===== src/rtl/dbdma_pkg.sv =====
package dbdma_pkg;
  localparam int unsigned OFS_CTRL  = 0;
  localparam int unsigned OFS_BASE0 = 1;
  localparam int unsigned OFS_BASE1 = 2;
  localparam int unsigned OFS_COUNT = 3;
  localparam int unsigned OFS_CLEAR = 4;

  localparam int unsigned BIT_RUN   = 0;
  localparam int unsigned BIT_HOLD  = 1;
  localparam int unsigned BIT_TCCLR = 0;

  typedef struct packed {
    logic start;      // enable rises
    logic hold_rise;  // pause rises on a running channel
    logic clear;      // flag clear requested
  } ctl_evt_t;
endpackage


===== src/rtl/dbdma_regs.sv =====
module dbdma_regs
  import dbdma_pkg::*;
#(
  parameter int unsigned ADDR_W = 32,
  parameter int unsigned CNT_W  = 16,
  parameter int unsigned RA_W   = 3
) (
  input  logic              clk,
  input  logic              rst_n,
  input  logic              reg_we,
  input  logic [RA_W-1:0]   reg_addr,
  input  logic [ADDR_W-1:0] reg_wdata,
  output logic              run_o,
  output logic              hold_o,
  output logic [ADDR_W-1:0] base0_o,
  output logic [ADDR_W-1:0] base1_o,
  output logic [CNT_W-1:0]  count_o,
  output ctl_evt_t          evt_o
);
  logic wr_ctrl, wr_b0, wr_b1, wr_cnt, wr_clr;
  logic run_q, run_d, hold_q, hold_d;
  logic [ADDR_W-1:0] b0_q, b1_q;
  logic [CNT_W-1:0]  cnt_q, cnt_d;
  logic cnt_en;

  always_comb begin
    wr_ctrl = reg_we && (reg_addr == RA_W'(OFS_CTRL));
    wr_b0   = reg_we && (reg_addr == RA_W'(OFS_BASE0));
    wr_b1   = reg_we && (reg_addr == RA_W'(OFS_BASE1));
    wr_cnt  = reg_we && (reg_addr == RA_W'(OFS_COUNT));
    wr_clr  = reg_we && (reg_addr == RA_W'(OFS_CLEAR));
    run_d   = reg_wdata[BIT_RUN];
    hold_d  = reg_wdata[BIT_HOLD];
    cnt_en  = wr_cnt && !run_q;
    cnt_d   = reg_wdata[CNT_W-1:0];
    evt_o.start     = wr_ctrl && run_d && !run_q;
    evt_o.hold_rise = wr_ctrl && run_q && run_d && hold_d && !hold_q;
    evt_o.clear     = wr_clr && reg_wdata[BIT_TCCLR];
  end

  always_ff @(posedge clk or negedge rst_n) begin
    if (!rst_n) begin
      run_q  <= 1'b0;
      hold_q <= 1'b0;
      b0_q   <= '0;
      b1_q   <= '0;
      cnt_q  <= '0;
    end else begin
      if (wr_ctrl) begin
        run_q  <= run_d;
        hold_q <= hold_d;
      end
      if (wr_b0)  b0_q  <= reg_wdata;
      if (wr_b1)  b1_q  <= reg_wdata;
      if (cnt_en) cnt_q <= cnt_d;
    end
  end

  assign run_o   = run_q;
  assign hold_o  = hold_q;
  assign base0_o = b0_q;
  assign base1_o = b1_q;
  assign count_o = cnt_q;

  // programmed count is frozen while the channel runs
  a_r9_count_locked: assert property (@(posedge clk) disable iff (!rst_n)
    run_q |=> $stable(cnt_q));
  // only a control write can stop the channel
  a_r5_no_self_stop: assert property (@(posedge clk) disable iff (!rst_n)
    (run_q && !wr_ctrl) |=> run_q);
endmodule


===== src/rtl/dbdma_xfer.sv =====
module dbdma_xfer #(
  parameter int unsigned ADDR_W = 32,
  parameter int unsigned DATA_W = 32,
  parameter int unsigned CNT_W  = 16
) (
  input  logic              clk,
  input  logic              rst_n,
  input  logic              run_i,
  input  logic              hold_i,
  input  logic              start_i,
  input  logic [ADDR_W-1:0] base0_i,
  input  logic [ADDR_W-1:0] base1_i,
  input  logic [CNT_W-1:0]  count_i,
  input  logic              req_i,
  input  logic [DATA_W-1:0] pdata_i,
  output logic              ack_o,
  output logic              mem_we_o,
  output logic [ADDR_W-1:0] mem_addr_o,
  output logic [DATA_W-1:0] mem_wdata_o,
  output logic              sel_o,
  output logic              done_o
);
  localparam int unsigned BYTES = DATA_W / 8;
  localparam int unsigned SHIFT = (BYTES > 1) ? $clog2(BYTES) : 0;

  logic [CNT_W-1:0] left_q, left_d, off_q, off_d;
  logic sel_q, sel_d;
  logic live, beat, last, upd;
  logic [ADDR_W-1:0] base_act, off_bytes;

  always_comb begin
    live   = run_i && !hold_i && (count_i != '0);
    beat   = live && req_i;
    last   = (left_q == CNT_W'(1));
    left_d = left_q;
    off_d  = off_q;
    sel_d  = sel_q;
    done_o = 1'b0;
    if (start_i) begin
      left_d = count_i;
      off_d  = '0;
      sel_d  = 1'b0;
    end else if (beat) begin
      if (last) begin
        left_d = count_i;
        off_d  = '0;
        sel_d  = !sel_q;
        done_o = 1'b1;
      end else begin
        left_d = left_q - CNT_W'(1);
        off_d  = off_q + CNT_W'(1);
      end
    end
    upd = start_i || beat;
  end

  always_ff @(posedge clk or negedge rst_n) begin
    if (!rst_n) begin
      left_q <= '0;
      off_q  <= '0;
      sel_q  <= 1'b0;
    end else if (upd) begin
      left_q <= left_d;
      off_q  <= off_d;
      sel_q  <= sel_d;
    end
  end

  generate
    if (SHIFT == 0) begin : g_byte_step
      assign off_bytes = ADDR_W'(off_q);
    end else begin : g_word_step
      assign off_bytes = ADDR_W'(off_q) << SHIFT;
    end
  endgenerate

  assign base_act    = sel_q ? base1_i : base0_i;
  assign ack_o       = beat;
  assign mem_we_o    = beat;
  assign mem_addr_o  = base_act + off_bytes;
  assign mem_wdata_o = pdata_i;
  assign sel_o       = sel_q;

  // the last item of a buffer swaps buffers and rewinds the offset
  a_r3_swap: assert property (@(posedge clk) disable iff (!rst_n)
    (beat && last && !start_i) |=> (sel_q != $past(sel_q)) && (off_q == '0));
  // the counter reloads from the programmed count on a swap
  a_r4_reload: assert property (@(posedge clk) disable iff (!rst_n)
    (beat && last && !start_i) |=> (left_q == $past(count_i)));
  // a mid-buffer item advances the offset by one
  a_r2_step: assert property (@(posedge clk) disable iff (!rst_n)
    (beat && !last && !start_i) |=> (off_q == $past(off_q) + CNT_W'(1)));
  // a paused channel keeps its position
  a_r8_hold_still: assert property (@(posedge clk) disable iff (!rst_n)
    (hold_i && !start_i) |=> ($stable(off_q) && $stable(sel_q)));
endmodule


===== src/rtl/dbdma_flag.sv =====
module dbdma_flag (
  input  logic clk,
  input  logic rst_n,
  input  logic done_i,
  input  logic hold_rise_i,
  input  logic clear_i,
  output logic flag_o
);
  logic flag_q, flag_d, set;

  always_comb begin
    set    = done_i || hold_rise_i;
    flag_d = flag_q;
    if (set)          flag_d = 1'b1;
    else if (clear_i) flag_d = 1'b0;
  end

  always_ff @(posedge clk or negedge rst_n) begin
    if (!rst_n) flag_q <= 1'b0;
    else        flag_q <= flag_d;
  end

  assign flag_o = flag_q;

  // completion or pause always leaves the flag set
  a_r6_flag_set: assert property (@(posedge clk) disable iff (!rst_n)
    (done_i || hold_rise_i) |=> flag_q);
  // a lone clear drops the flag
  a_r7_flag_clear: assert property (@(posedge clk) disable iff (!rst_n)
    (clear_i && !done_i && !hold_rise_i) |=> !flag_q);
endmodule


===== src/rtl/dbdma_channel.sv =====
module dbdma_channel
  import dbdma_pkg::*;
#(
  parameter int unsigned ADDR_W = 32,
  parameter int unsigned DATA_W = 32,
  parameter int unsigned CNT_W  = 16,
  parameter int unsigned RA_W   = 3
) (
  input  logic              clk,
  input  logic              rst_n,
  input  logic              reg_we,
  input  logic [RA_W-1:0]   reg_addr,
  input  logic [ADDR_W-1:0] reg_wdata,
  input  logic              req_i,
  input  logic [DATA_W-1:0] periph_data_i,
  output logic              ack_o,
  output logic              mem_we_o,
  output logic [ADDR_W-1:0] mem_addr_o,
  output logic [DATA_W-1:0] mem_wdata_o,
  output logic              buf_sel_o,
  output logic              tc_o
);
  logic run, hold, done;
  logic [ADDR_W-1:0] base0, base1;
  logic [CNT_W-1:0]  count;
  ctl_evt_t evt;

  dbdma_regs #(.ADDR_W(ADDR_W), .CNT_W(CNT_W), .RA_W(RA_W)) u_regs (
    .clk(clk), .rst_n(rst_n), .reg_we(reg_we), .reg_addr(reg_addr),
    .reg_wdata(reg_wdata), .run_o(run), .hold_o(hold), .base0_o(base0),
    .base1_o(base1), .count_o(count), .evt_o(evt)
  );

  dbdma_xfer #(.ADDR_W(ADDR_W), .DATA_W(DATA_W), .CNT_W(CNT_W)) u_xfer (
    .clk(clk), .rst_n(rst_n), .run_i(run), .hold_i(hold), .start_i(evt.start),
    .base0_i(base0), .base1_i(base1), .count_i(count), .req_i(req_i),
    .pdata_i(periph_data_i), .ack_o(ack_o), .mem_we_o(mem_we_o),
    .mem_addr_o(mem_addr_o), .mem_wdata_o(mem_wdata_o), .sel_o(buf_sel_o),
    .done_o(done)
  );

  dbdma_flag u_flag (
    .clk(clk), .rst_n(rst_n), .done_i(done), .hold_rise_i(evt.hold_rise),
    .clear_i(evt.clear), .flag_o(tc_o)
  );

  // acknowledge only a live request on a running, unpaused channel
  a_r2_ack_gated: assert property (@(posedge clk) disable iff (!rst_n)
    ack_o |-> (req_i && run && !hold && (count != '0)));
  // every acknowledge carries a memory write of the peripheral word
  a_r2_write_pairs: assert property (@(posedge clk) disable iff (!rst_n)
    ack_o |-> (mem_we_o && (mem_wdata_o == periph_data_i)));
endmodule


===== config.mk =====
export PLATFORM = sky130hd
export DESIGN_NAME = dbdma_channel
export DESIGN_NICKNAME = d
export VERILOG_FILES = /design/src/rtl/dbdma_pkg.sv /design/src/rtl/dbdma_regs.sv /design/src/rtl/dbdma_xfer.sv /design/src/rtl/dbdma_flag.sv /design/src/rtl/dbdma_channel.sv
export SDC_FILE = /design/constraint.sdc
export NUM_CORES = 1
export LEC_CHECK = 0
export CORE_MARGIN = 2
export CORE_UTILIZATION = 60
export DETAILED_ROUTE_END_ITERATION = 12
export DONT_BUFFER_PORTS = 1
export PLACE_DENSITY = 0.79
export SLEW_MARGIN = 0
export SYNTH_ARGS = -nofsm -noshare
export SYNTH_HDL_FRONTEND = slang
export SYNTH_SLANG_ARGS = --single-unit

===== constraint.sdc =====
create_clock -name clk -period 3.9 [get_ports clk]
set_input_delay 0 -clock clk [delete_from_list [all_inputs] [get_ports clk]]
set_output_delay 0 -clock clk [all_outputs]
set_load 0.01 [all_outputs]

### Yosys cells after proc, flatten, opt, wreduce, memory -nomap -nowiden

Cells that the tools add are included.

* mux-type cells: 15
* reductions and logical operators: 28
* bitwise operators: 0
* eq/ne operators: 5
* div/mod/pow operators: 0
* $add $sub $neg: 3
* $lt $le $gt $ge: 0
* shifts and indexed selects: 0
* multipliers: 0

Operators by type and width (count)
* 16-bit two-way mux: 6
* 32-bit by 18-bit adder with 32-bit output: 1
* 32-bit two-way mux: 1
* 16-bit by 1-bit adder with 16-bit output (second input constant): 1
* 16-bit by 1-bit == test with 1-bit output (second input constant): 1
* 1-bit logical AND: 16
* 16-bit nonzero test: 1
* 16-bit by 1-bit subtractor with 16-bit output (second input constant): 1
* 1-bit two-way mux: 8
* 3-bit by 2-bit == test with 1-bit output (second input constant): 2
* 2-bit nonzero test: 3
* 3-bit by 1-bit == test with 1-bit output (second input constant): 1
* 3-bit == test (second input constant): 1
* 1-bit logical NOT: 3
* 3-bit logical NOT: 1
* 3-bit AND reduction: 1
* 1-bit logical OR: 2
* 2-bit AND reduction: 1

* bits in writable memories: 0
* latch bits: 0
* bits of input ports: 71
* output and inout bits: 68
* memory bits (read-only): 0
* register bits after elaboration: 116
* word-level logic and storage cells: 60
* memories kept: 0

### Logic depth before layout (Yosys ltp)

Gate-level depths: netlist of the first run.

* depth in word-level cells: 8
* depth in mapped cells: 13
* depth with buffers taken out: 10

### Cells and area by module

Synthesis of the first run repeated with hierarchy kept, for this count alone.

* cell total of the unflattened synthesis: 648
* area total of the unflattened synthesis: 6886.6 µm²

Modules (own cells, without submodules)
* dbdma_xfer: cells each 460, area an instance 3709.8 µm², sequential area each 825.8 µm², instances 1
* dbdma_regs: cells each 184, area an instance 3139.3 µm², sequential area each 2052.0 µm², instances 1
* dbdma_flag: cells each 4, area an instance 37.5 µm², sequential area each 25.0 µm², instances 1

### Least setup slack after synthesis of the first run

OpenSTA, ideal clock, no wires.

* kind: register to output
* start point: register u_xfer.sel_q, in the netlist u_xfer.sel_o
* end point: output mem_addr_o[17]
* required time: 3.900 ns
* cell stages (with the launch flop): 14
* slack: 0.742 ns
* buffers on the path: 4
* arrival: 3.158 ns
* path through: dfrtp_1 -> buf_2 -> buf_2 -> clkbuf_1 -> mux2i_1 -> inv_1 -> ha_1 -> a211oi_1 -> o21ai_2 -> nand4_1 -> and2_1 -> buf_6 -> or4b_1 -> nand4_1

* cells in the longest elaborated chain, start to end: 2

Ends and longest elaborated chain
* start, declared: RTL line dbdma_xfer.sv:27 `logic sel_q, sel_d;`
* start signal, assigned: RTL line dbdma_xfer.sv:65 `sel_q <= sel_d;`
* 32-bit two-way mux: RTL line dbdma_xfer.sv:77 `assign base_act = sel_q ? base1_i : base0_i;`
* 32-bit by 18-bit adder with 32-bit output: RTL line dbdma_xfer.sv:80 `assign mem_addr_o = base_act + off_bytes;`
* end, declared: RTL line dbdma_channel.sv:18 `output logic [ADDR_W-1:0] mem_addr_o,`

Every way passes these cells.

### Worst setup path after layout of the first run

* start point: register u_xfer.sel_q, in the netlist u_xfer.sel_o
* end point: output mem_addr_o[30]

The elaborated chain is that of the path after synthesis.

==> flow_metrics.py, run 1 <==
metrics = {
    "clock_network": {
        "cts_setup_buffers": 0,
        "cts_sinks": 116,
        "clock_latency_ns": 0.42,
        "cts_buffer_depth": 2,
        "htree_levels": 4,
        "cts-buffers-inserted": 17,
        "root_buffer": "clkbuf_16",
        "clkTransAtPathRegs_ns": 0.05,
        "cts_tree": "built",
    },
    "global_routing": {
        "grt_usage_pct": 28.62,
        "antenna_found_initial": 1,
        "grt_pass1_vias": 5469,
        "grt_max_degree": 117,
        "grt_first_pass_wirelength_um": 28170,
        "grt-ovfl-total": 0,
    },
    "worst_setup_path": {
        "r2r_end": "u_xfer.left_q[9]",
        "r2r_cells": 7,
        "crit_family": "compound AO/OA/AOI/OAI gates",
        "cpMaxStageDelayCell": "dfrtp_2",
        "path_cells": "buf_6 > mux2_2 > ha_1 > nand2_1 > o21a_1 > a221oi_1 > o21ai_2 > nor3b_1 > xnor2_1",
        "cp.arrival_ns": 3.67,
        "crit_start": "u_xfer.sel_o",
        "rrSetupSlack_ns": 1.49,
        "critPathKind": "register to output pin",
        "endpoint_kind": "output pin",
        "max_stage_delay_ns": 0.68,
        "crit_required_ns": 3.90,
        "cp.depth": 9,
        "critPathLaunchType": "register",
        "worstPathMaxFanout": 34,
        "r2r_start": "u_xfer.left_q[7]",
        "crit_buf_inv": 1,
        "crit_end": "mem_addr_o[30]",
    },
    "floorplan": {
        "initial_utilization_pct": 61.10,
        "core-area_um2": 11320,
        "dieArea_um2": 12400,
        "die_h_um": 111.4,
        "die-width_um": 111.4,
        "rows": 39,
        "num_io_pins": 139,
    },
    "pwr": {
        "p_total_mw": 4.609,
        "leakagePower_nw": 3.197,
        "ir_worst_vdd_mv": 0.4491,
        "cellPowerDensity_nw_per_um2": 595.5,
    },
    "routing": {
        "m1WireLength_um": 7069,
        "final_antenna_net_count": 0,
        "firstDrtPassIters": 5,
        "drt-total-wl_um": 17120,
        "routed_via_density": 6.501,
        "drc": 0,
        "routedWlPerCell_um": 20.82,
        "wl_met2_um": 8412,
        "vias": 5344,
        "highest_layer": "met4",
        "drt-initial-drc-count": 494,
        "wl_met3_um": 1308,
    },
    "synth": {
        "ys_seq_area_share_pct": 41.97,
        "synthTopCellsByCount": "dfrtp_1 (116), mux2_2 (101), nor2_1 (54)",
        "yosysWarnings": 0,
        "synth_ff_type": "dfrtp_1",
        "synth_edf_count": 0,
        "syn-num-nets": 756,
        "synth_cell_types": 60,
        "syn_avg_cell_area_um2": 10.40,
        "synth.top_cells.by_area": "dfrtp_1 (42%), mux2_2 (16%), buf_4 (3.9%), o21ai_0 (3.5%), ha_1 (3.4%)",
        "async_flop_share_pct": 100.0,
        "synth_seq_cells": 116,
        "synth_cells": 665,
        "synthesis.area_um2": 6917,
        "synth.most_common_cell": "dfrtp_1",
        "yosysTopAreaCellShare_pct": 41.97,
        "synth_top_cell_by_area": "dfrtp_1",
    },
    "cells_and_area": {
        "syn_to_final_growth_pct": 11.90,
        "design_area_um2": 7740,
        "drive_above_1_share_pct": 22.12,
        "nets": 757,
    },
    "timing": {
        "finalCriticalPeriod_ns": 3.674,
        "holdWs_ns": 0.000003904,
        "fin_ws_ns": 0.2265,
        "post-route-period-util_pct": 94.19,
        "worstMarginPinSlew_ns": 0.7354,
        "final-max-slew-violation-count": 0,
        "hold_viol": 0,
        "relSlewSlack_pct": 50.93,
        "rsz0062_at_grt": "no",
        "fin_skew_ns": 0.008012,
        "fmax_ghz": 0.2722,
        "finalSetupViolCount": 0,
        "setup_tns_ns": 0,
    },
    "job": {
        "maxCapViolCount": 0,
    },
    "place": {
        "post-place-ws_ns": 0.6469,
        "dp_hpwl_um": 11250,
        "gp_congestion": 0.8787,
        "port_buffers": 0,
        "dpl-instance-area_um2": 6743,
    },
    "status": {
        "status": "finished clean",
    },
    "min_path": {
        "hp-class": "input port to output pin",
    },
}
-- what timing repair did --
action,4_1_cts,5_1_grt
hold endpoints to repair,206,0
hold buffers,39,0
gates resized for setup,0,1
setup endpoints to repair,0,4
-- cells in the final DEF (no fill, tap or decap), drive strengths merged, types with 8 or more instances in the layout --
cell,count
inv,10
dlygate4sd3,38
a21oi,42
clkbuf,27
nor2,55
dfrtp,116
o21ai,56
nor3,13
and3,9
a211oi,8
ha,19
xor2,16
nor2b,9
mux2,101
xnor2,17
nand2,19
nor4,9
nand3,20
mux2i,10
-- registers in the layout (all words and copies together) (netlist names) --
| signal | count |
|---|---|
| u_regs.base0_o | 32 |
| u_regs.base1_o | 32 |
| u_regs.count_o | 16 |
| u_xfer.left_q | 16 |
| u_xfer.off_q | 16 |
| u_flag.flag_o | 1 |
| u_regs.hold_o | 1 |
| u_regs.run_o | 1 |
| u_xfer.sel_o | 1 |
-- power breakdown --
part           switching [mW]  internal (mW)  leakage [nW]
Combinational           0.704          0.570          1.48
Clock                   0.517           1.02         0.287
Sequential              0.290           1.51          1.43
Total                    1.51           3.10          3.20
-- per-stage QoR --
stage	utilization, %	std cells
6_report	68.37	822
3_3_place_gp	59.56	751
4_1_cts	68.31	821
3_5_place_dp	59.56	751
5_1_grt	68.37	822
2_1_floorplan	-	665
-- worst min-delay path by stage --
| stage | endpoint | slack (ns) | startpoint | cells after the start |
|---|---|---|---|---|
| 6_report | mem_wdata_o[25] | 0.000004 | periph_data_i[25] | 0 |
| 3_5_place_dp | u_regs.count_o[5] | -0.29 | rst_n | 0 |
| 5_1_grt | mem_wdata_o[25] | 0.00002 | periph_data_i[25] | 0 |
| 3_3_place_gp | u_regs.count_o[8] | -0.29 | rst_n | 0 |
| 2_1_floorplan | u_flag.flag_o | -0.30 | rst_n | 0 |
| 4_1_cts | mem_wdata_o[14] | 0.00007 | periph_data_i[14] | 0 |
-- final cells by class --
type,instances,area [um2]
clock buffers,27,513.0
clock inverters,4,70.07
repair buffers,45,456.7
flip-flops and latches,116,2904
multi-input cells,476,3577
well taps,143,178.9
diodes,1,2.502
inverters,10,37.54
fillers,826,3581
-- routing by layer --
layer / GRT usage, % / up-vias
met4: 10.78 / 0
met2: 46.95 / 259
li1: - / 2391
met3: 8.710 / 43
met1: 36.02 / 2651
met5: 0 / -
-- logic make-up after synthesis --
| group | share of synthesized area, % |
|---|---|
| and+or+nand+nor | 12.90 |
| AOI/OAI and AO/OA | 12.92 |
| DFF | 41.97 |
| muxes | 17.89 |
| buffers and inverters | 6.422 |
| xor gates and xnor gates | 4.179 |
| adders and majority gates | 3.727 |
(Power assumes the default switching activity.)
==> inputs of run 2 (changes only) <==
--- a/config.mk
+++ b/config.mk
@@ -5,6 +5,7 @@
 export SDC_FILE = /design/constraint.sdc
 export NUM_CORES = 1
 export LEC_CHECK = 0
+export ABC_AREA = 1
 export CORE_MARGIN = 2
 export CORE_UTILIZATION = 60
 export DETAILED_ROUTE_END_ITERATION = 12
==> flow_metrics.py, run 2 <==
metrics = {
    "floorplan": {
        "die-width_um": 116.9,
        "num_io_pins": 139,
        "die_h_um": 116.9,
        "initial_utilization_pct": 61.13,
        "rows": 41,
        "core-area_um2": 12520,
        "dieArea_um2": 13670,
    },
    "timing": {
        "fmax_ghz": 0.3222,
        "hold_viol": 0,
        "final-max-slew-violation-count": 0,
        "worstMarginPinSlew_ns": 1.124,
        "fin_skew_ns": 0.004979,
        "finalCriticalPeriod_ns": 3.103,
        "rsz0062_at_grt": "no",
        "finalSetupViolCount": 0,
        "relSlewSlack_pct": 24.82,
        "post-route-period-util_pct": 79.57,
        "setup_tns_ns": 0,
    },
    "routing": {
        "drc": 0,
        "highest_layer": "met4",
        "wl_met3_um": 1345,
        "m1WireLength_um": 8938,
        "vias": 7070,
        "routedWlPerCell_um": 14.96,
        "drt-total-wl_um": 19790,
        "firstDrtPassIters": 5,
        "wl_met2_um": 9232,
        "routed_via_density": 5.344,
        "drt-initial-drc-count": 965,
        "final_antenna_net_count": 0,
    },
    "status": {
        "status": "finished clean",
    },
    "pwr": {
        "leakagePower_nw": 4.614,
        "ir_worst_vdd_mv": 0.3484,
        "cellPowerDensity_nw_per_um2": 610.5,
    },
    "clock_network": {
        "htree_levels": 4,
        "clkTransAtPathRegs_ns": 0.05,
        "cts-buffers-inserted": 17,
        "root_buffer": "clkbuf_16",
        "cts_tree": "built",
        "clock_latency_ns": 0.42,
        "cts_sinks": 116,
        "cts_resized": 0,
        "cts_buffer_depth": 2,
    },
    "synth": {
        "ys_seq_area_share_pct": 37.94,
        "synth_cell_types": 35,
        "yosysWarnings": 0,
        "synth_cells": 1141,
        "async_flop_share_pct": 100.0,
        "syn_avg_cell_area_um2": 6.706,
        "synth.most_common_cell": "nand2_1",
        "yosysTopAreaCellShare_pct": 37.94,
        "synth_seq_cells": 116,
        "synth_ff_type": "dfrtp_1",
        "synth_edf_count": 0,
        "synth_top_cell_by_area": "dfrtp_1",
        "synthesis.area_um2": 7651,
        "synthTopCellsByCount": "nand2_1 (445), inv_1 (131), dfrtp_1 (116)",
        "syn-num-nets": 1232,
        "synth.top_cells.by_area": "dfrtp_1 (38%), nand2_1 (22%), inv_1 (6.4%), o21ai_0 (6.0%), nand3_1 (4.9%)",
    },
    "cells_and_area": {
        "nets": 1229,
        "final_common_cell": "nand2_1",
        "fill_cells": 1100,
        "drive_above_1_share_pct": 5.213,
        "syn_to_final_growth_pct": 11.25,
        "antenna_cells": 0,
        "design_area_um2": 8512,
        "final_cell_mix": "nand2_1 (444), inv_1 (131), dfrtp_1 (116)",
    },
    "worst_setup_path": {
        "cp.arrival_ns": 3.10,
        "critPathLaunchType": "register",
        "worstPathMaxFanout": 39,
        "crit_path_frequent_cell": "nand2_1",
        "cpMaxStageDelayCell": "inv_2",
        "crit_required_ns": 3.90,
        "path_cells": "inv_2 > or2_2 > o21ai_0 > fa_1 > inv_1 > nand3_1 > nand3_1 > nand2_1 > nand2_1 > nand2_1 > nand2_1 > xor2_1",
        "endpoint_kind": "output pin",
        "critPathKind": "register to output pin",
        "max_stage_delay_ns": 0.50,
    },
    "global_routing": {
        "grt-ovfl-total": 0,
        "antenna_found_initial": 0,
        "grt_max_degree": 117,
        "grt_pass1_vias": 6393,
        "grt_usage_pct": 29.87,
        "grt_first_pass_wirelength_um": 31260,
    },
    "place": {
        "port_buffers": 0,
        "dp_hpwl_um": 13170,
        "gp_congestion": 0.9982,
        "dpl-instance-area_um2": 7487,
    },
    "min_path": {
        "hp-class": "input port to output pin",
    },
    "job": {
        "maxCapViolCount": 0,
    },
}
-- run 2: per-stage QoR --
step | hold slack, ns | power, mW | cells | setup slack (ns) | utilization [%]
floorplan | -0.2956 | 3.113 | 1141 | 1.514 | -
global placement | -0.2917 | 3.442 | 1251 | 1.338 | 59.82
detailed placement | -0.2922 | 3.485 | 1251 | 1.254 | 59.82
CTS | 0.00006862 | 5.168 | 1323 | 0.8025 | 68.00
global route | 0.00001505 | 5.532 | 1323 | 0.5623 | 68.00
finish | 0.000004435 | 5.197 | 1323 | 0.7966 | 68.00
-- run 2: worst paths after layout --
kind / start / end / slack [ns] / cells after the start
min in group asynchronous: rst_n / u_xfer.left_q[5] / 0.26 / 2
worst max register to register: u_xfer.left_q[1] / u_flag.flag_o / 1.49 / 9
max in group asynchronous: rst_n / u_regs.base1_o[28] / 3.24 / 2
worst min register to register: u_regs.base1_o[28] / u_regs.base1_o[28] / 0.48 / 2
worst max-delay path: u_xfer.sel_o / mem_addr_o[18] / 0.80 / 12
worst min-delay path: periph_data_i[31] / mem_wdata_o[31] / 0.000004 / 0
-- run 2: cell families after synthesis --
| kind of cell | Yosys count | synth area share (%) |
|---|---|---|
| fa+ha+maj | 20 | 3.369 |
| xor+xnor | 35 | 4.006 |
| flops | 116 | 37.94 |
| simple gates | 655 | 35.08 |
| compound gates | 115 | 7.703 |
| buf+inv | 200 | 11.90 |
-- run 2: worst max-delay path, delay by kind of cell, from the launching register on --
| kind | cells | cell delay [ns] |
|---|---|---|
| flops | 1 | 0.39 |
| fa+ha+maj | 1 | 0.48 |
| xor+xnor | 1 | 0.27 |
| simple gates | 7 | 0.80 |
| buf+inv | 2 | 0.59 |
| compound gates | 1 | 0.17 |
-- run 2: area by class of cell --
class / instances / area (um2) / area share [%]
Sequential cell: 116 / 2903 / 34.10
Clock buffer: 18 / 429.2 / 5.042
Inverter: 135 / 506.7 / 5.953
Multi-Input combinational cell: 825 / 3840 / 45.11
Clock inverter: 14 / 177.7 / 2.087
Timing Repair Buffer: 43 / 440.4 / 5.174
Tap cell: 172 / 215.2 / 2.528
-- run 2: timing repair --
item                      CTS  global route
hold endpoints to repair  199             0
setup buffers               0             0
hold buffers               40             0
-- run 2: layer usage --
| layer | up-vias | GRT usage [%] |
|---|---|---|
| met4 | 0 | 9.882 |
| met3 | 27 | 5.922 |
| met1 | 3269 | 42.25 |
| met5 | - | 0 |
| met2 | 263 | 46.55 |
| li1 | 3511 | - |
-- run 2: where the power goes --
| part | switching (mW) | total [mW] | internal (mW) | leakage [nW] |
|---|---|---|---|---|
| Clock | 0.598 | 1.61 | 1.01 | 0.284 |
| Sequential | 0.234 | 1.69 | 1.46 | 1.49 |
| Combinational | 1.29 | 1.89 | 0.600 | 2.84 |
| Total | 2.12 | 5.20 | 3.07 | 4.61 |
==> inputs of run 3 (changes only) <==
==> constraint.sdc (replaced) <==
create_clock -name clk -period 3 [get_ports clk]
set_input_delay 0 -clock clk [delete_from_list [all_inputs] [get_ports clk]]
set_output_delay 0 -clock clk [all_outputs]
set_load 0.01 [all_outputs]
==> flow_metrics.py, run 3 (synthesized netlist as in run 2, its figures left out) <==
metrics = {
    "place": {
        "dpl-instance-area_um2": 7547,
        "gp_congestion": 1.020,
        "port_buffers": 0,
        "dp_hpwl_um": 13560,
    },
    "worst_setup_path": {
        "cp.arrival_ns": 2.75,
        "endpoint_kind": "output pin",
        "crit_required_ns": 3.00,
        "worstPathMaxFanout": 8,
        "critPathKind": "register to output pin",
        "critPathLaunchType": "register",
    },
    "global_routing": {
        "antenna_found_initial": 0,
        "grt_usage_pct": 30.19,
        "grt-ovfl-total": 0,
        "use_met1_pct": 42.01,
        "grt_max_degree": 117,
        "grt_first_pass_wirelength_um": 31800,
        "grt_util_met2_pct": 47.09,
        "met3_usage_pct": 6.952,
        "top_usage_layer": "met2",
        "grt_pass1_vias": 6593,
    },
    "routing": {
        "routedWlPerCell_um": 14.64,
        "drt-initial-drc-count": 835,
        "drt-total-wl_um": 19480,
        "vias": 7107,
        "firstDrtPassIters": 5,
        "routed_via_density": 5.340,
        "drc": 0,
        "final_antenna_net_count": 0,
    },
    "cells_and_area": {
        "design_area_um2": 8627,
        "finish.utilization_pct": 68.92,
        "antenna_cells": 0,
        "nets": 1238,
        "syn_to_final_growth_pct": 12.76,
        "drive_above_1_share_pct": 5.953,
        "final_cell_mix": "nand2_1 (444), inv_1 (131), dfrtp_1 (115)",
        "final_common_cell": "nand2_1",
    },
    "floorplan": {
        "num_io_pins": 139,
        "die-width_um": 116.9,
        "dieArea_um2": 13670,
        "initial_utilization_pct": 61.13,
        "rows": 41,
        "core-area_um2": 12520,
        "die_h_um": 116.9,
    },
    "clock_network": {
        "cts_tree": "built",
        "root_buffer": "clkbuf_16",
        "clkTransAtPathRegs_ns": 0.05,
        "cts_buffer_depth": 2,
        "cts_setup_buffers": 0,
        "clock_latency_ns": 0.42,
        "htree_levels": 4,
        "cts_sinks": 116,
        "cts-buffers-inserted": 17,
    },
    "status": {
        "status": "finished clean",
    },
    "timing": {
        "hold_viol": 0,
        "finalCriticalPeriod_ns": 2.745,
        "fin_skew_ns": 0.004541,
        "rsz0062_at_grt": "no",
        "post-route-period-util_pct": 91.50,
        "holdWs_ns": 0.000003906,
        "final-max-slew-violation-count": 0,
        "worstMarginPinSlew_ns": 1.014,
        "finalSetupViolCount": 0,
        "fmax_ghz": 0.3643,
        "relSlewSlack_pct": 32.14,
        "setup_tns_ns": 0,
    },
    "pwr": {
        "leakagePower_nw": 4.691,
        "cellPowerDensity_nw_per_um2": 800.1,
        "ir_worst_vdd_mv": 0.5699,
        "p_total_mw": 6.903,
    },
    "job": {
        "maxCapViolCount": 0,
    },
    "min_path": {
        "hp-class": "input port to output pin",
    },
}
## run 3: cell type report
class,instances,area (um2)
tap,172,215.2
clock inverter,13,207.7
fill,1072,3890
sequential,116,2904
timing repair buffer,52,514.2
inverter,135,506.7
multi-input combinational,825,3840
clock buffer,18,439.2
## run 3: worst paths after layout
check / depth (start not counted) / from / to / slack (ns)
setup / recovery: 12 / u_xfer.sel_o / mem_addr_o[18] / 0.25
hold / removal: 0 / periph_data_i[10] / mem_wdata_o[10] / 0.000004
setup reg to reg: 9 / u_xfer.left_q[1] / u_flag.flag_o / 0.70
hold reg to reg: 2 / u_regs.base1_o[31] / u_regs.base1_o[31] / 0.48
max in group asynchronous: 2 / rst_n / u_xfer.sel_o / 2.37
min in group asynchronous: 2 / rst_n / u_xfer.left_q[7] / 0.17
## run 3: repair_timing
action,CTS,global route
setup endpoints to repair,0,5
endpoints found under the hold margin,199,0
resized for setup,0,2
hold buffers,41,0
## run 3: report_power, final
| part | total, mW | switching [mW] | leakage, nW | internal [mW] |
|---|---|---|---|---|
| registers | 2.23 | 0.325 | 1.48 | 1.90 |
| logic | 2.46 | 1.64 | 2.89 | 0.826 |
| clock network | 2.21 | 0.725 | 0.316 | 1.49 |
## run 3: critical path: stages (launching register included)
cell     delay (ns)
dfrtp_2        0.45
inv_2          0.12
or2_2          0.11
o21ai_0        0.18
fa_1           0.48
inv_1          0.10
nand3_1        0.07
nand3_1        0.14
nand2_1        0.07
nand2_1        0.10
nand2_1        0.09
nand2_1        0.15
xor2_1         0.26
## run 3: through the flow
stage	instances	worst slack [ns]
5_1_grt	1331	0.002158
6_report	1331	0.2549
2_1_floorplan	1141	0.6139
3_5_place_dp	1259	0.6916
4_1_cts	1331	0.2262
3_3_place_gp	1259	0.7298
## run 3: per-layer routing
layer,share of wire [%],wire [um]
met1,44,8620
met2,46,9007
met3,7.4,1441
met4,2.1,412
met5,0,0
